<file path="src/rtl/term_io_pkg.sv">
package term_io_pkg;
    localparam int CHAR_W  = 8;
    localparam int FRAME_W = CHAR_W + 2;
    localparam int CNT_W   = $clog2(FRAME_W + 1);

    typedef enum logic [1:0] {RX_IDLE, RX_DATA, RX_STOP} rx_state_e;

    typedef struct packed {
        rx_state_e         state;
        logic [CNT_W-1:0]  cnt;
        logic [CHAR_W-1:0] shreg;
    } rx_regs_t;

    typedef struct packed {
        logic               busy;
        logic [CNT_W-1:0]   cnt;
        logic [FRAME_W-1:0] shreg;
        logic               line;
    } tx_regs_t;

    typedef struct packed {
        logic              fgi;
        logic              fgo;
        logic              ien;
        logic              ovr;
        logic [CHAR_W-1:0] inpr;
    } flag_regs_t;
endpackage

</file>
<file path="src/rtl/term_rx.sv">
module term_rx
    import term_io_pkg::*;
(
    input  logic              clk,
    input  logic              rst_n,
    input  logic              tick,
    input  logic              line_in,
    output logic              frame_ok,
    output logic [CHAR_W-1:0] frame_data
);
    rx_regs_t rx_d, rx_q;

    always_comb begin
        rx_d     = rx_q;
        frame_ok = 1'b0;
        if (tick) begin
            case (rx_q.state)
                RX_IDLE: begin
                    if (!line_in) begin
                        rx_d.state = RX_DATA;
                        rx_d.cnt   = '0;
                    end
                end
                RX_DATA: begin
                    rx_d.shreg = {line_in, rx_q.shreg[CHAR_W-1:1]};
                    if (rx_q.cnt == CNT_W'(CHAR_W - 1))
                        rx_d.state = RX_STOP;
                    else
                        rx_d.cnt = rx_q.cnt + 1'b1;
                end
                RX_STOP: begin
                    rx_d.state = RX_IDLE;
                    frame_ok   = line_in;
                end
                default: rx_d.state = RX_IDLE;
            endcase
        end
    end

    always_ff @(posedge clk) begin
        if (!rst_n) begin
            rx_q.state <= RX_IDLE;
            rx_q.cnt   <= '0;
            rx_q.shreg <= '0;
        end else begin
            rx_q <= rx_d;
        end
    end

    assign frame_data = rx_q.shreg;


    rx_back_to_idle_chk: assert property (@(posedge clk) disable iff (!rst_n)
        frame_ok |=> (rx_q.state == RX_IDLE));
endmodule

</file>
<file path="src/rtl/term_tx.sv">
module term_tx
    import term_io_pkg::*;
(
    input  logic              clk,
    input  logic              rst_n,
    input  logic              tick,
    input  logic              load,
    input  logic [CHAR_W-1:0] load_data,
    output logic              line_out,
    output logic              done
);
    tx_regs_t tx_d, tx_q;

    always_comb begin
        tx_d = tx_q;
        done = 1'b0;
        if (load && !tx_q.busy) begin
            tx_d.busy  = 1'b1;
            tx_d.cnt   = '0;
            tx_d.shreg = {1'b1, load_data, 1'b0};
        end else if (tx_q.busy && tick) begin
            if (tx_q.cnt == CNT_W'(FRAME_W)) begin
                tx_d.busy = 1'b0;
                done      = 1'b1;
            end else begin
                tx_d.line  = tx_q.shreg[0];
                tx_d.shreg = {1'b1, tx_q.shreg[FRAME_W-1:1]};
                tx_d.cnt   = tx_q.cnt + 1'b1;
            end
        end
    end

    always_ff @(posedge clk) begin
        if (!rst_n) begin
            tx_q.busy  <= 1'b0;
            tx_q.cnt   <= '0;
            tx_q.shreg <= '1;
            tx_q.line  <= 1'b1;
        end else begin
            tx_q <= tx_d;
        end
    end

    assign line_out = tx_q.line;


    tx_idle_high_chk: assert property (@(posedge clk) disable iff (!rst_n)
        !tx_q.busy |-> line_out);
endmodule

</file>
<file path="src/rtl/term_flags.sv">
module term_flags
    import term_io_pkg::*;
(
    input  logic              clk,
    input  logic              rst_n,
    input  logic              inp_stb,
    input  logic              out_stb,
    input  logic              ion_stb,
    input  logic              iof_stb,
    input  logic              irq_ack,
    input  logic              frame_ok,
    input  logic [CHAR_W-1:0] frame_data,
    input  logic              tx_done,
    output logic              tx_load,
    output logic              fgi,
    output logic              fgo,
    output logic              ien,
    output logic              ovr,
    output logic [CHAR_W-1:0] inpr
);
    flag_regs_t fl_d, fl_q;

    always_comb begin
        fl_d    = fl_q;
        tx_load = out_stb && fl_q.fgo;
        if (tx_load) fl_d.fgo = 1'b0;
        if (tx_done) fl_d.fgo = 1'b1;
        if (inp_stb) begin
            fl_d.fgi = 1'b0;
            fl_d.ovr = 1'b0;
        end
        if (frame_ok) begin
            if (!fl_q.fgi || inp_stb) begin
                fl_d.inpr = frame_data;
                fl_d.fgi  = 1'b1;
            end else begin
                fl_d.ovr = 1'b1;
            end
        end
        if (ion_stb) fl_d.ien = 1'b1;
        if (iof_stb || irq_ack) fl_d.ien = 1'b0;
    end

    always_ff @(posedge clk) begin
        if (!rst_n) begin
            fl_q.fgi  <= 1'b0;
            fl_q.fgo  <= 1'b1;
            fl_q.ien  <= 1'b0;
            fl_q.ovr  <= 1'b0;
            fl_q.inpr <= '0;
        end else begin
            fl_q <= fl_d;
        end
    end

    assign fgi  = fl_q.fgi;
    assign fgo  = fl_q.fgo;
    assign ien  = fl_q.ien;
    assign ovr  = fl_q.ovr;
    assign inpr = fl_q.inpr;


    inp_clears_fgi_chk: assert property (@(posedge clk) disable iff (!rst_n)
        (inp_stb && !frame_ok) |=> !fgi);

    ovr_only_when_full_chk: assert property (@(posedge clk) disable iff (!rst_n)
        (frame_ok && fgi && !inp_stb) |=> (ovr && $stable(inpr)));

    out_ignored_chk: assert property (@(posedge clk) disable iff (!rst_n)
        (out_stb && !fgo && !tx_done) |=> !fgo);

    ien_clear_wins_chk: assert property (@(posedge clk) disable iff (!rst_n)
        (iof_stb || irq_ack) |=> !ien);
endmodule

</file>
<file path="src/rtl/term_io_port.sv">
module term_io_port
    import term_io_pkg::*;
(
    input  logic              clk,
    input  logic              rst_n,
    input  logic              bit_tick,
    input  logic              ser_in,
    output logic              ser_out,
    output logic [CHAR_W-1:0] rx_char,
    input  logic [CHAR_W-1:0] tx_char,
    input  logic              inp_stb,
    input  logic              out_stb,
    input  logic              ion_stb,
    input  logic              iof_stb,
    input  logic              irq_ack,
    input  logic              fetch_step,
    output logic              in_ready,
    output logic              out_ready,
    output logic              int_enable,
    output logic              rx_overrun,
    output logic              irq
);
    logic              frame_ok;
    logic [CHAR_W-1:0] frame_data;
    logic              tx_load;
    logic              tx_done;

    term_rx u_rx (
        .clk        (clk),
        .rst_n      (rst_n),
        .tick       (bit_tick),
        .line_in    (ser_in),
        .frame_ok   (frame_ok),
        .frame_data (frame_data)
    );

    term_tx u_tx (
        .clk       (clk),
        .rst_n     (rst_n),
        .tick      (bit_tick),
        .load      (tx_load),
        .load_data (tx_char),
        .line_out  (ser_out),
        .done      (tx_done)
    );

    term_flags u_flags (
        .clk        (clk),
        .rst_n      (rst_n),
        .inp_stb    (inp_stb),
        .out_stb    (out_stb),
        .ion_stb    (ion_stb),
        .iof_stb    (iof_stb),
        .irq_ack    (irq_ack),
        .frame_ok   (frame_ok),
        .frame_data (frame_data),
        .tx_done    (tx_done),
        .tx_load    (tx_load),
        .fgi        (in_ready),
        .fgo        (out_ready),
        .ien        (int_enable),
        .ovr        (rx_overrun),
        .inpr       (rx_char)
    );

    assign irq = int_enable && (in_ready || out_ready) && !fetch_step;


    irq_fetch_quiet_chk: assert property (@(posedge clk) disable iff (!rst_n)
        (fetch_step || !int_enable) |-> !irq);
endmodule

</file>
<file path="config.mk">
export PLATFORM = sky130hd
export DESIGN_NAME = term_io_port
export DESIGN_NICKNAME = d
export VERILOG_FILES = /design/src/rtl/term_io_pkg.sv /design/src/rtl/term_rx.sv /design/src/rtl/term_tx.sv /design/src/rtl/term_flags.sv /design/src/rtl/term_io_port.sv
export SDC_FILE = /design/constraint.sdc
export NUM_CORES = 1
export LEC_CHECK = 0
export ABC_AREA = 1
export ABC_CLOCK_PERIOD_IN_PS = 1700
export BUFFER_PORTS_ARGS = -buffer_cell sky130_fd_sc_hd__buf_2
export CAP_MARGIN = 10
export CORE_MARGIN = 3
export CORE_UTILIZATION = 50
export DETAILED_ROUTE_END_ITERATION = 6
export GPL_TIMING_DRIVEN = 0
export PLACE_DENSITY = 0.73
export SLEW_MARGIN = 15
export SYNTH_ARGS = -nofsm -noshare
export SYNTH_HDL_FRONTEND = slang
export SYNTH_SLANG_ARGS = --single-unit
</file>
<file path="constraint.sdc">
create_clock -name clk -period 1.7 [get_ports clk]
set_input_delay 0 -clock clk [delete_from_list [all_inputs] [get_ports clk]]
set_output_delay 0 -clock clk [all_outputs]
set_load 0.01 [all_outputs]
</file>
==> results.json <==
{
  "worst_path_dominant_cell_family": "simple AND/OR/NAND/NOR gates",
  "area_growth_syn_to_layout_pct": 24.7,
  "dp_hpwl_mm": 2.57,
  "slew_violations": 0,
  "run_status": "finished clean",
  "clockRootBuffer": "clkbuf_4",
  "cap_violations": 0,
  "final-instance-count-excl-fill": 331,
  "worst-path-buf-inv": 1,
  "final.min_clock_period_ps": 1400,
  "cts_setup_buffers": 0,
  "finalCritPeriodShare_pct": 82.4,
  "buffer_ports.inserted": 31,
  "tritoncts.num_buffers": 5,
  "cp_data_required_time_ps": 1910,
  "drt_drc_violations_left": 0,
  "power.density_nw_per_um2": 812,
  "fp.dieH_um": 64.7,
  "crit_path_cell_trace": "inv_1 > ha_1 > nand2_1 > nor2_1 > nor2_4 > nor2_4 > nand2_1 > nand4_1",
  "ir_drop_worst_case_vdd_uv": 596,
  "synth_flop_cell": "dfxtp_1",
  "fill_cells": 306,
  "cts-resized-gates": 0,
  "leak_pwr_nw": 0.905,
  "synth-warning-count": 0,
  "drt_first_iter_violations": 131,
  "mostFrequentLayoutCell": "nand2_1",
  "maximum_number_of_pins_on_one_net_before_global_route_repair": 12,
  "clk_path_buf_depth": 2,
  "transition_time_of_the_tightest_slew_check_pin_ps": 531,
  "final_area_um2": 2150,
  "yosysSeqAreaShare_pct": 47.6,
  "globalRouteOverflowTotal": 0,
  "grt_first_pass_wirelength_mm": 6.48,
  "tritoncts": "done",
  "syn-instance-count": 233,
  "place_inst": 308,
  "slowest_delay_ps": 390,
  "postSynthAreaPerCell_um2": 7.40,
  "yosys.area.top_type": "dfxtp_1",
  "ys_seq_elements": 41,
  "power.total_w": 0.00174,
  "clock_skew_ps": 8.02,
  "layout-drive-gt1-share_pct": 16.4,
  "worstSetupPathType": "reg -> reg",
  "setup_total_negative_slack_ps": 0,
  "starting_density_of_the_core_pct": 54.3,
  "slew-limit-headroom_pct": 64.6,
  "worst_setup_path_end_kind": "register",
  "globalRouteTotalUtil_pct": 19.7,
  "antenna_violating_nets_post_route": 0,
  "clkSlewWorstSetupHoldPaths_ps": 110,
  "overall_die_area_um2": 4190,
  "finalWirelength_mm": 3.70,
  "finalHoldViolations": 0,
  "cp_max_fo": 8,
  "synth_edf_count": 0,
  "timing.critical_path.from_type": "register",
  "worst_min_delay_path_class": "in -> out",
  "grt_setup_unrepaired": "false",
  "synth_async_sr_flop_share_pct": 0,
  "clock_sink_total": 41,
  "worst_ep_arrival_time_ps": 1610,
  "core_um2": 3180,
  "vias": 1638,
  "dpl_cell_area_um2": 1930,
  "synth.area.top_cells": "dfxtp_1 48%, nand2_1 15%, nand3_1 8.7%",
  "highest_count_cells_in_the_layout_ignoring_fill_and_taps": "70 x nand2_1, 41 x dfxtp_1, 31 x buf_2",
  "synthesis.area_um2": 1720,
  "fmax_mhz": 713,
  "drt-vias-per-instance": 4.95,
  "insertion_delay_ps": 340,
  "number_of_antenna_violations_at_the_first_check_in_global_routing": 0,
  "average_wire_length_per_cell_after_detail_routing_um": 11.2,
  "htree_levels": 2,
  "antenna_fix_cells": 0,
  "yosys.area.top_type_share_pct": 47.6,
  "row_count": 20,
  "gp_routability_congestion": 0.749,
  "number_of_global_route_vias_before_repair": 1499,
  "nets": 308,
  "mappedNetlistNets": 254,
  "fp.dieW_um": 64.7,
  "drtPass1Iterations": 4,
  "i_o_pins": 32,
  "netlist-cell-type-count": 21,
  "setup_viol": 0,
  "worst_path_max_delay_cell": "dfxtp_1"
}
-- final timing paths --
kind	from	to	slack, ps	cells past startpoint
setup / recovery	u_tx.tx_q[11]$_SDFFE_PP0P_	u_tx.tx_q[3]$_SDFFE_PN1P_	300	8
hold / removal	fetch_step	irq	230	3
setup reg to reg	u_tx.tx_q[11]$_SDFFE_PP0P_	u_tx.tx_q[3]$_SDFFE_PN1P_	300	8
hold reg to reg	u_flags.ovr$_SDFF_PN0_	u_flags.ovr$_SDFF_PN0_	450	2
-- power breakdown --
group	total [W]	switching, W	internal [W]	leakage, nW
clock	0.000486	0.000291	0.000195	0.0314
sequential	0.00103	0.0000281	0.00100	0.334
combinational	0.000230	0.000133	0.0000969	0.540
-- routing by layer --
layer	GRT usage, %	vias up	wire (µm)
met5	0	-	0
met4	10.6	0	52
met3	4.51	5	148
met2	28.4	33	1660
met1	27.0	722	1840
li1	-	878	-
-- worst min-delay path: stages --
cell	delay, ps
buf_2	80
nor2_1	30
buf_2	130
-- registers in the layout, indices dropped and copies added, names as in the netlist --
signal	cells
u_flags.fgo	1
u_flags.fgi	1
u_flags.ovr	1
u_tx.line_out	1
u_rx.rx_q	6
u_rx.frame_data	8
u_tx.tx_q	14
u_flags.ien	1
u_flags.inpr	8
-- synth_stat cells, types with 2 or more instances --
master and count:
nand2_1 70, inv_1 16, nand4_1 9, a21oi_1 27, clkbuf_1 3, dfxtp_1 41
ha_1 3, nand3_1 30, buf_4 3, nor2_1 15, nor2_2 2, o21ai_0 4
nor2_4 2
-- per-stage QoR --
step,hold WS [ps],utilization (%),setup slack [ps]
3_3_place_gp,182,60.9,331
4_1_cts,234,67.6,301
3_5_place_dp,183,60.9,317
6_report,232,67.6,298
2_1_floorplan,47.5,-,479
5_1_grt,253,67.6,115
-- cells by family after synthesis --
family / synth area share, %
fa+ha+maj: 2.18
simple gates: 34.2
buf+inv: 5.66
compound gates: 9.87
xor+xnor: 0.508
flops: 47.6
-- final cells by class --
type	instances	area, µm²	share of cell area, %
multi-input combinational	169	806	37.5
buffer	6	33.8	1.57
inverter	17	63.8	2.97
tap	44	55.1	2.56
sequential	41	821	38.2
timing repair buffer	47	315	14.7
clock buffer	7	55.1	2.56
-- what timing repair did --
action                                 in CTS  in global routing
setup endpoints to repair                   0                  0
hold buffers                               16                  0
endpoints found under the hold margin      17                  0
No activity file was read; power rests on OpenSTA's default activity.
